File: config.mk
export PLATFORM = sky130hd
export DESIGN_NAME = adc_sar_seq
export DESIGN_NICKNAME = d
export VERILOG_FILES = /design/src/rtl/adc_seq_pkg.sv /design/src/rtl/adc_tad_gen.sv /design/src/rtl/adc_sar_reg.sv /design/src/rtl/adc_sar_seq.sv
export SDC_FILE = /design/constraint.sdc
export NUM_CORES = 1
export LEC_CHECK = 0
export ABC_AREA = 1
export BUFFER_PORTS_ARGS = -buffer_cell sky130_fd_sc_hd__buf_2
export CORE_ASPECT_RATIO = 1.5
export CORE_MARGIN = 2
export CORE_UTILIZATION = 34
export DETAILED_ROUTE_END_ITERATION = 16
export PLACE_DENSITY = 0.63
export SYNTH_ARGS = -nofsm -noshare
export SYNTH_HDL_FRONTEND = slang
export SYNTH_SLANG_ARGS = --single-unit
File: constraint.sdc
create_clock -name clk_i -period 3.25 [get_ports clk_i]
set_input_delay 0.1625 -clock clk_i [delete_from_list [all_inputs] [get_ports clk_i]]
set_output_delay 0.1625 -clock clk_i [all_outputs]
set_load 0.02 [all_outputs]
File: src/rtl/adc_seq_pkg.sv
package adc_seq_pkg;
  typedef enum logic [1:0] {ST_IDLE, ST_DELAY, ST_CONV, ST_HOLD} seq_st_e;
  typedef enum logic [1:0] {
    CK_DIV_A = 2'd0,
    CK_DIV_B = 2'd1,
    CK_DIV_C = 2'd2,
    CK_SLOW  = 2'd3
  } ck_sel_e;
endpackage

File: src/rtl/adc_tad_gen.sv
module adc_tad_gen
  import adc_seq_pkg::*;
#(
  parameter int DIV_A = 2,
  parameter int DIV_B = 8,
  parameter int DIV_C = 32
) (
  input  logic       clk_i,
  input  logic       rst_ni,
  input  logic       run_i,
  input  ck_sel_e    sel_i,
  input  logic       slow_tick_i,
  output logic       tick_o,
  output logic [1:0] half_inc_o
);
  localparam int MAX_AB = (DIV_A > DIV_B) ? DIV_A : DIV_B;
  localparam int MAXD   = (MAX_AB > DIV_C) ? MAX_AB : DIV_C;
  localparam int CW     = (MAXD > 2) ? $clog2(MAXD) : 1;

  logic [CW-1:0] cnt_q, lim, mid;
  logic          slow;

  always_comb begin
    unique case (sel_i)
      CK_DIV_A: begin lim = CW'(DIV_A - 1); mid = CW'(DIV_A / 2 - 1); end
      CK_DIV_B: begin lim = CW'(DIV_B - 1); mid = CW'(DIV_B / 2 - 1); end
      default:  begin lim = CW'(DIV_C - 1); mid = CW'(DIV_C / 2 - 1); end
    endcase
  end

  assign slow   = (sel_i == CK_SLOW);
  assign tick_o = run_i && (slow ? slow_tick_i : (cnt_q == lim));

  // half-period events drive the post-conversion gap; a slow tick is two halves
  always_comb begin
    half_inc_o = 2'd0;
    if (run_i) begin
      if (slow) half_inc_o = slow_tick_i ? 2'd2 : 2'd0;
      else if (cnt_q == lim || cnt_q == mid) half_inc_o = 2'd1;
    end
  end

  always_ff @(posedge clk_i or negedge rst_ni) begin
    if (!rst_ni)                  cnt_q <= '0;
    else if (!run_i || slow)      cnt_q <= '0;
    else if (cnt_q == lim)        cnt_q <= '0;
    else                          cnt_q <= cnt_q + 1'b1;
  end
endmodule

File: src/rtl/adc_sar_reg.sv
module adc_sar_reg #(
  parameter int N_BITS = 8,
  localparam int BW = (N_BITS > 2) ? $clog2(N_BITS) : 1
) (
  input  logic              clk_i,
  input  logic              rst_ni,
  input  logic              load_i,
  input  logic              step_i,
  input  logic [BW-1:0]     pos_i,
  input  logic              cmp_i,
  output logic [N_BITS-1:0] trial_o
);
  logic [N_BITS-1:0] trial_q, trial_d;

  always_comb begin
    trial_d = trial_q;
    for (int i = 0; i < N_BITS; i++) begin
      if (i == int'(pos_i))          trial_d[i] = cmp_i;
      else if (i + 1 == int'(pos_i)) trial_d[i] = 1'b1;
    end
  end

  always_ff @(posedge clk_i or negedge rst_ni) begin
    if (!rst_ni)     trial_q <= '0;
    else if (load_i) trial_q <= {1'b1, {(N_BITS-1){1'b0}}};
    else if (step_i) trial_q <= trial_d;
  end

  assign trial_o = trial_q;
endmodule

File: src/rtl/adc_sar_seq.sv
module adc_sar_seq
  import adc_seq_pkg::*;
#(
  parameter int N_BITS      = 8,
  parameter int TAIL        = 3,
  parameter int DIV_A       = 2,
  parameter int DIV_B       = 8,
  parameter int DIV_C       = 32,
  parameter int START_DLY   = 4,
  parameter int HOLD_HALVES = 3
) (
  input  logic              clk_i,
  input  logic              rst_ni,
  input  logic              go_set_i,
  input  logic              go_clr_i,
  input  logic              irq_clr_i,
  input  logic [1:0]        clk_sel_i,
  input  logic              rc_tick_i,
  input  logic              cmp_i,
  output logic [N_BITS-1:0] trial_o,
  output logic [N_BITS-1:0] result_o,
  output logic              go_o,
  output logic              sample_o,
  output logic              irq_o
);
  localparam int N_PER = N_BITS + TAIL;
  localparam int PW    = $clog2(N_PER);
  localparam int BW    = (N_BITS > 2) ? $clog2(N_BITS) : 1;
  localparam int DW    = (START_DLY > 2) ? $clog2(START_DLY) : 1;
  localparam int HW    = $clog2(HOLD_HALVES + 3);

  seq_st_e           st_q;
  ck_sel_e           sel_q;
  logic [PW-1:0]     per_q;
  logic [DW-1:0]     dly_q;
  logic [HW-1:0]     hold_q, hold_sum;
  logic [N_BITS-1:0] result_q;
  logic              irq_q;
  logic              run, tick, bit_phase, last, accept, done;
  logic [1:0]        half_inc;
  logic [BW-1:0]     pos;

  assign run       = (st_q == ST_CONV) || (st_q == ST_HOLD);
  assign bit_phase = (st_q == ST_CONV) && (per_q < PW'(N_BITS));
  assign last      = (per_q == PW'(N_PER - 1));
  assign pos       = BW'(N_BITS - 1) - BW'(per_q);
  assign accept    = (st_q == ST_IDLE) && go_set_i;
  assign done      = (st_q == ST_CONV) && !go_clr_i && tick && last;
  assign hold_sum  = hold_q + HW'(half_inc);

  adc_tad_gen #(.DIV_A(DIV_A), .DIV_B(DIV_B), .DIV_C(DIV_C)) u_tad (
    .clk_i       (clk_i),
    .rst_ni      (rst_ni),
    .run_i       (run),
    .sel_i       (sel_q),
    .slow_tick_i (rc_tick_i),
    .tick_o      (tick),
    .half_inc_o  (half_inc)
  );

  adc_sar_reg #(.N_BITS(N_BITS)) u_sar (
    .clk_i   (clk_i),
    .rst_ni  (rst_ni),
    .load_i  (accept),
    .step_i  (bit_phase && tick),
    .pos_i   (pos),
    .cmp_i   (cmp_i),
    .trial_o (trial_o)
  );

  always_ff @(posedge clk_i or negedge rst_ni) begin
    if (!rst_ni) begin
      st_q   <= ST_IDLE;
      sel_q  <= CK_DIV_A;
      per_q  <= '0;
      dly_q  <= '0;
      hold_q <= '0;
    end else begin
      unique case (st_q)
        ST_IDLE: if (go_set_i) begin
          sel_q <= ck_sel_e'(clk_sel_i);
          per_q <= '0;
          dly_q <= '0;
          st_q  <= (ck_sel_e'(clk_sel_i) == CK_SLOW) ? ST_DELAY : ST_CONV;
        end
        ST_DELAY: begin
          if (go_clr_i)                          st_q  <= ST_IDLE;
          else if (dly_q == DW'(START_DLY - 1))  st_q  <= ST_CONV;
          else                                   dly_q <= dly_q + 1'b1;
        end
        ST_CONV: begin
          if (go_clr_i) st_q <= ST_IDLE;
          else if (tick) begin
            if (last) begin
              st_q   <= ST_HOLD;
              hold_q <= '0;
            end else begin
              per_q <= per_q + 1'b1;
            end
          end
        end
        default: begin
          if (half_inc != 2'd0) begin
            if (hold_sum >= HW'(HOLD_HALVES)) st_q   <= ST_IDLE;
            else                              hold_q <= hold_sum;
          end
        end
      endcase
    end
  end

  always_ff @(posedge clk_i or negedge rst_ni) begin
    if (!rst_ni) begin
      result_q <= '0;
      irq_q    <= 1'b0;
    end else begin
      if (done) result_q <= trial_o;
      if (done)           irq_q <= 1'b1;
      else if (irq_clr_i) irq_q <= 1'b0;
    end
  end

  assign result_o = result_q;
  assign irq_o    = irq_q;
  assign go_o     = (st_q == ST_DELAY) || (st_q == ST_CONV);
  assign sample_o = (st_q == ST_IDLE);
endmodule

# After elaboration in Yosys (flattened, before gate mapping)
# Cells that the tools add are included.
# op_classes
bitwise_logic,1
magnitude_cmp,2
eq_ne,28
n_addsub,5
n_mux,53
n_reduce_logical,46
# op_table
op,n
2-bit 2-to-1 mux,15
3-bit nonzero test,7
1-bit 2-to-1 mux,19
2-bit AND reduction,9
4-bit 2-to-1 mux,4
8-bit 2-to-1 mux,2
2-bit != test (second input constant),8
4-bit case mux with 2 select lines,2
3-bit 2-to-1 mux,5
2-bit nonzero test,7
3-bit == test (first input constant),4
6-bit AND reduction,2
2-bit == test (second input constant),5
5-bit 2-to-1 mux,2
5-bit case mux with 2 select lines,1
3-bit != test (second input constant),3
4-bit nonzero test,2
1-bit logical AND,7
2-bit by 3-bit == test with 1-bit output (first input constant),2
2-bit case mux with 3 select lines,1
3-bit case mux with 2 select lines,1
5-bit by 1-bit adder with 5-bit output (second input constant),1
5-bit by 4-bit == test with 1-bit output,1
5-bit == test,1
18 further kinds,24
# word_totals
word_cells,151
input_bits,9
regBits,35
out_inout_bits,19

# Depth between registers and ports, before layout
# Gate-level depths: netlist of the first run.
# logic_depth
word_depth,12
ltp_mapped,21
mapped_depth_nobuf,20

# Cells and area by module
# From an unflattened synthesis of the first run, not the netlist that was laid out.
# hier_totals
hier_cells,298
hier_area_um2,2224.6
# by_module_without_submodules
module,cells_each,seq_area_each_um2,area_each_um2,instances
adc_sar_seq,161,550.5,1308.8,1
adc_sar_reg,76,200.2,510.5,1
adc_tad_gen,61,125.1,405.4,1

# Worst setup path before layout of the first run
# OpenSTA, ideal clock, no wires.
# synth_path
kind,reg2reg
start,register st_q[0]
end,register hold_q[2]
n_path_buf,1
slack_ns,0.735
stages_incl_launch_ff,21
period_less_slack_ns,2.515
arrival_time_ns,2.396
setup_time_ns,0.119
required_time_ns,3.131
path_cell_list,dfrtp_1 > inv_1 > ha_1 > buf_6 > inv_2 > nand2_2 > nand2_2 > nor2_1 > nand3_1 > nand2_1 > ha_1 > inv_1 > fa_1 > inv_1 > nand2_1 > nand2_1 > nor2_1 > nand2_1 > nand2_1 > nand3_1 > and2_1
# synth_between
elab_chain_len,7
elab_cells_between_ends,21
cone_classes,add/sub: 1; order compare: 1; eq/ne: 7; mux: 4; bitwise: 1; reduce/logical: 7
# synth_lines
item,line,rtl
"start, declared",adc_sar_seq.sv:32,seq_st_e st_q;
"start signal, assigned",adc_sar_seq.sv:84,st_q <= (ck_sel_e'(clk_sel_i) == CK_SLOW) ? ST_DELAY : ST_CONV;
"2-bit == test, on equally long branches","adc_sar_seq.sv:43, adc_sar_seq.sv:79",
1-bit logical OR,adc_sar_seq.sv:43,assign run = (st_q == ST_CONV) || (st_q == ST_HOLD);
2-bit 2-to-1 mux,adc_tad_gen.sv:37,if (run_i) begin
3-bit by 2-bit adder with 3-bit output,adc_sar_seq.sv:49,assign hold_sum = hold_q + HW'(half_inc);
3-bit by 2-bit >= comparator with 1-bit output / 3-bit 2-to-1 mux (equally long branches),adc_sar_seq.sv:104,if (hold_sum >= HW'(HOLD_HALVES)) st_q <= ST_IDLE;
2-bit != test (no line) / 3-bit 2-to-1 mux (equally long branches),--,
6-bit AND reduction (no line) / 3-bit case mux with 2 select lines (equally long branches),--,
"end signal, assigned",adc_sar_seq.sv:105,else hold_q <= hold_sum;
"end, declared",adc_sar_seq.sv:36,"logic [HW-1:0] hold_q, hold_sum;"
# Parallel ways exist; a longest one is shown, timed or not. The select of a mux whose other input is x is not followed.
# A chain may end at the register's enable or synchronous reset.

# Final worst setup path of the first run
# Ends and elaborated chain as after synthesis.

==> results of run 1 <==
cell usage after synthesis (2+ instances only):
master	n
buf_6	3
o21a_1	2
nand2_2	6
nand2_4	2
a21oi_1	3
nand2_1	72
nor3_1	3
nand4_1	2
nand3_4	2
o21ai_1	11
o21ai_2	9
nor2_1	13
o21ai_0	19
nor2_2	3
nand3_1	22
ha_1	13
inv_2	3
xor2_1	2
dfrtp_1	35
inv_1	38
how the worst min path moves through the flow:
| stage | start | end | slack (ns) | cells past startpoint |
|---|---|---|---|---|
| final | irq_clr_i | irq_o$_DFFE_PN0P_ | 0.06 | 2 |
| after global placement | rst_ni | sel_q[0]$_DFFE_PN0P_ | 0.30 | 1 |
| after global routing | irq_clr_i | irq_o$_DFFE_PN0P_ | 0.08 | 2 |
| after detailed placement | rst_ni | sel_q[0]$_DFFE_PN0P_ | 0.31 | 1 |
| after floorplan | rst_ni | dly_q[0]$_DFFE_PN0P_ | -0.13 | 0 |
| after CTS | irq_clr_i | irq_o$_DFFE_PN0P_ | 0.06 | 2 |
state kept, by name, summed over array words and instances, names as in the netlist:
register,cells
dly_q,2
hold_q,3
irq_o,1
per_q,4
result_o,8
sel_q,2
st_q,2
u_sar.trial_o,8
u_tad.cnt_q,5
power breakdown:
part | switching (mW) | total (mW) | internal, mW
registers | 0.115 | 0.657 | 0.542
clock network | 0.167 | 0.419 | 0.252
logic | 0.573 | 0.874 | 0.300
total | 0.856 | 1.95 | 1.09
worst max-delay path: cells and delay by family, from the launching register on:
kind | cells | cell delay (ns)
AND/OR/NAND/NOR | 12 | 1.06
adder cells (fa/ha/maj) | 3 | 0.80
flip-flops | 1 | 0.42
buffers and inverters | 4 | 0.25
logic make-up after synthesis:
logic type	count (synthesis)	share of synthesized area (%)
xor gates and xnor gates	3	1.21
AOI/OAI and AO/OA	46	12.6
buffers and inverters	47	9.27
DFF	35	40.3
and+or+nand+nor	130	28.2
adders and majority gates	14	8.41
metal layers:
| layer | wire [µm] | up-vias | GRT usage (%) |
|---|---|---|---|
| met5 | 0 | - | 0 |
| met4 | 91 | 0 | 6.49 |
| met3 | 138 | 7 | 2.76 |
| met2 | 2180 | 28 | 23.3 |
| met1 | 1910 | 826 | 15.1 |
| li1 | - | 936 | - |
cell type report:
cell class / instances / area (µm²)
clock inverter: 2 / 38.8
clock buffer: 6 / 82.6
multi-input combinational: 193 / 1090
fill: 628 / 3680
timing repair buffer: 29 / 153
tap: 74 / 92.6
sequential: 35 / 876
inverter: 42 / 160
stage by stage:
stage | cells | setup slack [ns] | power [mW]
after floorplan | 275 | 0.735 | 1.34
after global placement | 372 | 0.733 | 1.53
after detailed placement | 372 | 0.623 | 1.54
after CTS | 381 | 0.593 | 1.98
after global routing | 381 | 0.314 | 2.14
final | 381 | 0.603 | 1.95
==> out/qor.yml, run 1 <==
cts:
  cts_made_buffers: 5
  post_cts_buffers: 0
  cts-resized-gates: 0
  cts_htree_levels: 2
  clockRootBuffer: "clkbuf_8"
  cts_tree: "done"
  clkTransAtPathRegs_ns: 0.08
  clock_latency_ns: 0.29
  clockBufferDepth: 2
  ctsHoldBuffers: 1
  cts.sinks: 35
power_and_ir_drop:
  leakagePower_nw: 1.27
  pwr_density_cell_nw_per_um2: 781
  peakVddDrop_v: 0.000465
critical_path:
  cpMostUsedCell: "nand2_1"
  cp.arrival_ns: 2.83
  worstSetupEndpointType: "register"
  r2r_setup_slack_ns: 0.60
  crit_path_max_fanout: 5
  worstSetupStartpointType: "register"
  critPathRequiredTime_ns: 3.44
  crit_start: "st_q[0]$_DFFE_PN0P_"
  path_cells: "inv_1, ha_1, inv_2, nand2_2, nand2_2, nor2_1, nand3_1, nand2_1, ha_1, inv_1, fa_1, inv_1, nand2_1, nand2_1, nor2_1, nand2_1, nand2_1, nand3_1, and2_1"
  worstRegToRegCells: 19
  setup.worst_path.end: "hold_q[2]$_DFFE_PN0P_"
  r2r-end: "hold_q[2]$_DFFE_PN0P_"
  crit_path_max_incr_delay_ns: 0.48
  r2r_start: "st_q[0]$_DFFE_PN0P_"
  worst_path_max_delay_cell: "fa_1"
  criticalPathCategory: "reg -> reg"
sta:
  slew_violations: 0
  tightest_slew_ns: 0.820
  finalClockSkew_ns: 0.00838
  slew-limit-headroom_pct: 45.4
  fmax_ghz: 0.378
  grt_setup_unrepaired: "false"
  fin_crit_ns: 2.65
  hold_viol: 0
  finalSetupViolations: 0
  timing.final.crit_share_pct: 81.4
  holdWs_ns: 0.0630
  finalSetupTns_ns: 0
cells_and_area:
  drive_gt1_share_pct: 21.2
  most-common-layout-cells: "nand2_1, inv_1, dfrtp_1, buf_2, nand3_1"
  area_growth_pct: 15.0
  utilization_pct: 40.4
  antenna_cells: 0
  nets: 329
  design_area_um2: 2500
  mostFrequentLayoutCell: "nand2_1"
synth:
  ys_seq_elements: 35
  synth_cell_types: 32
  synthesis.nets: 298
  syn-cell-area_um2: 2170
  synth_cells: 275
  yosysTopAreaCell: "dfrtp_1"
  yosysSeqAreaShare_pct: 40.3
  synthFlopType: "dfrtp_1"
  async_reset_ff_share_pct: 100
  avgSynthCellArea_um2: 7.90
  synth_edf_count: 0
  synth.area.top_cells: "dfrtp_1, nand2_1, ha_1"
  yosys_warnings: 0
  synth_top_area_share_pct: 40.3
global_routing:
  antenna_found_initial: 0
  grt_overflow: 0
  grt_max_degree: 36
  grt.total_usage_pct: 13.1
  grt_pass1_vias: 1652
  grt_pass1_wl_um: 7400
drt:
  dr.pass1.iters: 4
  routed_wl_um: 4320
  antenna_left: 0
  first_iter_violations: 61
  via_per_inst: 4.72
  drcViolationCount: 0
  vias: 1797
  avgRoutedWirePerCell_um: 11.3
floorplanning:
  die_area_um2: 7060
  initial_core_util_pct: 35.2
  io_pins: 28
  die_h_um: 102
  die_x_um: 69.3
  rows: 35
  coreArea_um2: 6170
placement:
  dp_hpwl_um: 3280
  numPortBuffers: 27
  gp_congestion: 0.829
  place_area_um2: 2370
run_status:
  outcome: "finished, final reports clean"
run:
  maxCapViolCount: 0
worst_hold_path:
  min_path_type: "in -> reg"
(Power assumes the default switching activity.)
==> run 2, diff against run 1 <==
Clock period 3.25 ns to 2.65 ns, I/O delays scaled along.
==> out/qor.yml, run 2 (synthesis gave the netlist of run 1 again) <==
global_routing:
  grt_pass1_vias: 1690  # +2.3%
  antenna_found_initial: 0  # unchanged
  grt.total_usage_pct: 13.0  # -0.11 points
  grt_overflow: 0  # unchanged
  grt_max_degree: 36  # unchanged
  grt_pass1_wl_um: 7350  # -0.65%
floorplanning:
  coreArea_um2: 6170  # unchanged
  die_area_um2: 7060  # unchanged
  rows: 35  # unchanged
  initial_core_util_pct: 35.2  # unchanged
  die_x_um: 69.3  # unchanged
  die_h_um: 102  # unchanged
  io_pins: 28  # unchanged
cells_and_area:
  most-common-layout-cells: "nand2_1, inv_1, dfrtp_1, buf_2, nand3_1"
  antenna_cells: 0  # unchanged
  stdcell_count: 386  # +1.3%
  seqCellArea_um2: 880  # +0.43%
  fillers: 602  # -4.1%
  nets: 334  # +1.5%
  area_growth_pct: 20.2
  mostFrequentLayoutCell: "nand2_1"
  drive_gt1_share_pct: 27.2  # +6.1 points
  design_area_um2: 2610  # +4.5%
  multi_input_area_um2: 1170  # +6.9%
critical_path:
  worstSetupStartpointType: "register"
  r2r_setup_slack_ns: 0.16  # -0.45 ns
  criticalPathCategory: "reg -> reg"
  critPathRequiredTime_ns: 2.84  # -0.60 ns
  worstSetupEndpointType: "register"
  r2r-end: "hold_q[2]$_DFFE_PN0P_"
  worstRegToRegCells: 19  # unchanged
  crit_path_max_fanout: 5  # unchanged
  cp.arrival_ns: 2.68  # -0.15 ns
  r2r_start: "st_q[0]$_DFFE_PN0P_"
cts:
  clock_latency_ns: 0.30  # about the same
  cts_made_buffers: 5  # unchanged
  clockRootBuffer: "clkbuf_8"
  cts_tree: "done"
  clockBufferDepth: 2  # unchanged
  cts_htree_levels: 2  # unchanged
  cts.sinks: 35  # unchanged
  clkTransAtPathRegs_ns: 0.07  # about the same
power_and_ir_drop:
  total_power_mw: 2.52  # +29%
  peakVddDrop_v: 0.000536  # +15%
  pwr_density_cell_nw_per_um2: 964  # +24%
  leakagePower_nw: 1.30  # +2.0%
worst_hold_path:
  min_path_type: "in -> reg"
  hold_end: "irq_o$_DFFE_PN0P_"
  min_from: "irq_clr_i"
  hold_depth: 2  # unchanged
placement:
  dp_hpwl_um: 3190  # -2.9%
  numPortBuffers: 27  # unchanged
  dpl.cell_count: 372  # unchanged
  place_area_um2: 2370  # unchanged
  gp_congestion: 0.856  # +3.2%
sta:
  slew_violations: 0  # unchanged
  slew-limit-headroom_pct: 45.7  # +0.31 points
  timing.final.crit_share_pct: 94.1  # +13 points
  finalSetupTns_ns: 0  # unchanged
  tightest_slew_ns: 0.815  # -0.00461 ns
  hold_viol: 0  # unchanged
  finalSetupViolations: 0  # unchanged
  fin_crit_ns: 2.49  # -0.153 ns
  fmax_ghz: 0.401  # +6.1%
  finalClockSkew_ns: 0.00503  # -0.00335 ns
drt:
  dr.pass1.iters: 4  # unchanged
  avgRoutedWirePerCell_um: 11.3  # -0.34%
  first_iter_violations: 90  # +48%
  via_per_inst: 4.64  # -1.7%
  drcViolationCount: 0  # unchanged
  antenna_left: 0  # unchanged
  vias: 1790  # -0.39%
  routed_wl_um: 4370  # +0.97%
run:
  maxCapViolCount: 0  # unchanged
run_status:
  outcome: "finished, final reports clean"
[run 2: what timing repair did]
action | in CTS | in global routing
hold buffers | 1 | 0
buffers inserted | 0 | 5
setup endpoints to repair | 0 | 5
hold endpoints to repair | 35 | 0
gates resized for setup | 0 | 23
[run 2: worst max-delay path by stage]
stage / endpoint / depth (start not counted) / from
2_1_floorplan: hold_q[2]$_DFFE_PN0P_ / 20 / st_q[0]$_DFFE_PN0P_
3_3_place_gp: hold_q[2]$_DFFE_PN0P_ / 19 / st_q[0]$_DFFE_PN0P_
3_5_place_dp: hold_q[2]$_DFFE_PN0P_ / 19 / st_q[0]$_DFFE_PN0P_
4_1_cts: hold_q[2]$_DFFE_PN0P_ / 19 / st_q[0]$_DFFE_PN0P_
5_1_grt: hold_q[2]$_DFFE_PN0P_ / 19 / st_q[0]$_DFFE_PN0P_
6_report: hold_q[2]$_DFFE_PN0P_ / 19 / st_q[0]$_DFFE_PN0P_
[run 2: power breakdown]
part	internal [mW]	leakage [nW]	total [mW]	switching [mW]
Combinational	0.440	0.785	1.21	0.766
Sequential	0.669	0.457	0.816	0.148
Clock	0.280	0.0581	0.495	0.215
[run 2: per-stage QoR]
stage / hold slack (ns) / setup slack (ns) / util [%]
4_1_cts: 0.0285 / 0.0545 / 40.3
5_1_grt: 0.0571 / -0.0194 / 42.3
3_3_place_gp: 0.271 / 0.134 / 38.3
6_report: 0.0266 / 0.156 / 42.3
3_5_place_dp: 0.275 / 0.0718 / 38.3
2_1_floorplan: -0.163 / 0.135 / -
[run 2: routing by layer]
| metal | global-route usage [%] | vias up | routed length (µm) |
|---|---|---|---|
| li1 | - | 947 | - |
| met1 | 15.2 | 787 | 1860 |
| met2 | 22.6 | 46 | 2220 |
| met3 | 2.27 | 10 | 163 |
| met4 | 7.69 | 0 | 122 |
| met5 | 0 | - | 0 |
[run 2: area by class of cell]
| type | count | share of cell area (%) |
|---|---|---|
| Inverter | 42 | 6.33 |
| Sequential cell | 35 | 33.7 |
| Tap cell | 74 | 3.55 |
| Clock buffer | 5 | 2.64 |
| Clock inverter | 3 | 1.68 |
| Timing Repair Buffer | 34 | 7.29 |
| Multi-Input combinational cell | 193 | 44.8 |
[run 2: worst max-delay path: stages (launching register included)]
cell and delay, ns:
dfrtp_2 0.45, inv_2 0.09, ha_4 0.14, inv_4 0.04
nand2_4 0.06, nand2_4 0.07, inv_4 0.08, nand3_4 0.08
nand2_2 0.07, ha_1 0.13, inv_1 0.05, fa_2 0.51
inv_1 0.05, nand2_1 0.07, nand2_2 0.06, nor2_2 0.10
nand2_1 0.05, nand2_1 0.08, nand3_2 0.07, and2_4 0.14
==> run 3, diff against run 2 <==
Settings changed: CAP_MARGIN from default to 20.
Clock period 2.65 ns to 3.2 ns, I/O delays scaled along.
==> out/qor.yml, run 3 (synthesis gave the netlist of run 1 again) <==
power_and_ir_drop:
  peakVddDrop_v: 0.000437  # -18%
  leakagePower_nw: 1.27  # -2.3%
  pwr_density_cell_nw_per_um2: 783  # -19%
floorplanning:
  coreArea_um2: 6170  # unchanged
  die_x_um: 69.3  # unchanged
  io_pins: 28  # unchanged
  rows: 35  # unchanged
  die_area_um2: 7060  # unchanged
  initial_core_util_pct: 35.2  # unchanged
  die_h_um: 102  # unchanged
cts:
  clkTransAtPathRegs_ns: 0.07  # about the same
  cts.sinks: 35  # unchanged
  post_cts_buffers: 0  # unchanged
  cts_made_buffers: 5  # unchanged
  clock_latency_ns: 0.29  # about the same
  ctsHoldBuffers: 1  # unchanged
  clockRootBuffer: "clkbuf_8"
  clockBufferDepth: 2  # unchanged
  cts-resized-gates: 0  # unchanged
  cts_htree_levels: 2  # unchanged
  cts_tree: "done"
global_routing:
  grt_overflow: 0  # unchanged
  grt.total_usage_pct: 13.0  # -0.026 points
  grt_pass1_wl_um: 7400  # +0.75%
  grt_pass1_vias: 1711  # +1.2%
  grt_max_degree: 36  # unchanged
  antenna_found_initial: 0  # unchanged
sta:
  finalSetupTns_ns: 0  # unchanged
  fin_crit_ns: 2.60  # +0.106 ns
  holdWs_ns: 0.0720  # +0.0455 ns
  finalClockSkew_ns: 0.00799  # +0.00295 ns
  finalSetupViolations: 0  # unchanged
  slew-limit-headroom_pct: 46.1  # +0.38 points
  timing.final.crit_share_pct: 81.2  # -13 points
  tightest_slew_ns: 0.809  # -0.00574 ns
  fin_ws_ns: 0.601  # +0.444 ns
  fmax_ghz: 0.385  # -4.1%
  slew_violations: 0  # unchanged
  hold_viol: 0  # unchanged
  grt_setup_unrepaired: "false"
critical_path:
  crit_path_max_fanout: 5  # unchanged
  critPathRequiredTime_ns: 3.38  # +0.54 ns
  worstSetupEndpointType: "register"
  cp.arrival_ns: 2.78  # +0.10 ns
  r2r_setup_slack_ns: 0.60  # +0.44 ns
  worstSetupStartpointType: "register"
  criticalPathCategory: "reg -> reg"
drt:
  routed_wl_um: 4250  # -2.7%
  antenna_left: 0  # unchanged
  first_iter_violations: 84  # -6.7%
  drcViolationCount: 0  # unchanged
  dr.pass1.iters: 4  # unchanged
  avgRoutedWirePerCell_um: 11.1  # -1.4%
  vias: 1749  # -2.3%
  via_per_inst: 4.59  # -1.0%
placement:
  dp_hpwl_um: 3210  # +0.62%
  pre_cts_ws_ns: 0.590  # +0.519 ns
  numPortBuffers: 27  # unchanged
  place_area_um2: 2370  # unchanged
  gp_congestion: 0.858  # +0.23%
cells_and_area:
  mostFrequentLayoutCell: "nand2_1"
  design_area_um2: 2490  # -4.6%
  antenna_cells: 0  # unchanged
  drive_gt1_share_pct: 21.2  # -6.1 points
  area_growth_pct: 14.6
  nets: 329  # -1.5%
  most-common-layout-cells: "nand2_1, inv_1, dfrtp_1, buf_2, nand3_1"
run:
  maxCapViolCount: 0  # unchanged
worst_hold_path:
  min_path_type: "in -> reg"
run_status:
  outcome: "finished, final reports clean"
## run 3: worst paths after layout
check,cells after the start,startpoint,end
min,2,irq_clr_i,irq_o$_DFFE_PN0P_
min in group asynchronous,2,rst_ni,u_tad.cnt_q[2]$_DFF_PN0_
max,19,st_q[0]$_DFFE_PN0P_,hold_q[2]$_DFFE_PN0P_
min reg2reg,2,result_o[4]$_DFFE_PN0P_,result_o[4]$_DFFE_PN0P_
max reg2reg,19,st_q[0]$_DFFE_PN0P_,hold_q[2]$_DFFE_PN0P_
max in group asynchronous,2,rst_ni,irq_o$_DFFE_PN0P_
## run 3: worst max-delay path, cell delays in order, from the launching register on
cell	delay, ns
dfrtp_1	0.41
inv_1	0.09
ha_1	0.18
inv_2	0.06
nand2_2	0.08
nand2_2	0.08
nor2_1	0.11
nand3_1	0.10
nand2_1	0.09
ha_1	0.13
inv_1	0.05
fa_1	0.48
inv_1	0.05
nand2_1	0.05
nand2_1	0.08
nor2_1	0.09
nand2_1	0.05
nand2_1	0.05
nand3_1	0.10
and2_1	0.16
## run 3: layout make-up
cell class                 instances  area, µm²
tap                               74       92.6
inverter                          42        160
clock buffer                       5       68.8
fill                             627       3690
multi-input combinational        193       1090
sequential                        35        876
clock inverter                     3       43.8
timing repair buffer              29        153
## run 3: routing by layer
layer	global-route usage, %	vias to the layer above	part of all wire [%]
li1	-	933	-
met1	13.9	774	43
met2	24.3	32	52
met3	2.86	10	3.3
met4	6.18	0	2.5
met5	0	-	0
## run 3: report_power, final
part | switching (mW) | leakage (nW) | internal, mW
clock network | 0.173 | 0.0581 | 0.232
logic | 0.576 | 0.751 | 0.306
registers | 0.111 | 0.461 | 0.550
total | 0.860 | 1.27 | 1.09
## run 3: per-stage QoR
stage               instances  util [%]  power (mW)
CTS                       381      40.3        1.98
floorplan                 275         -        1.36
global route              381      40.3        2.15
finish                    381      40.3        1.95
detailed placement        372      38.3        1.56
global placement          372      38.3        1.55
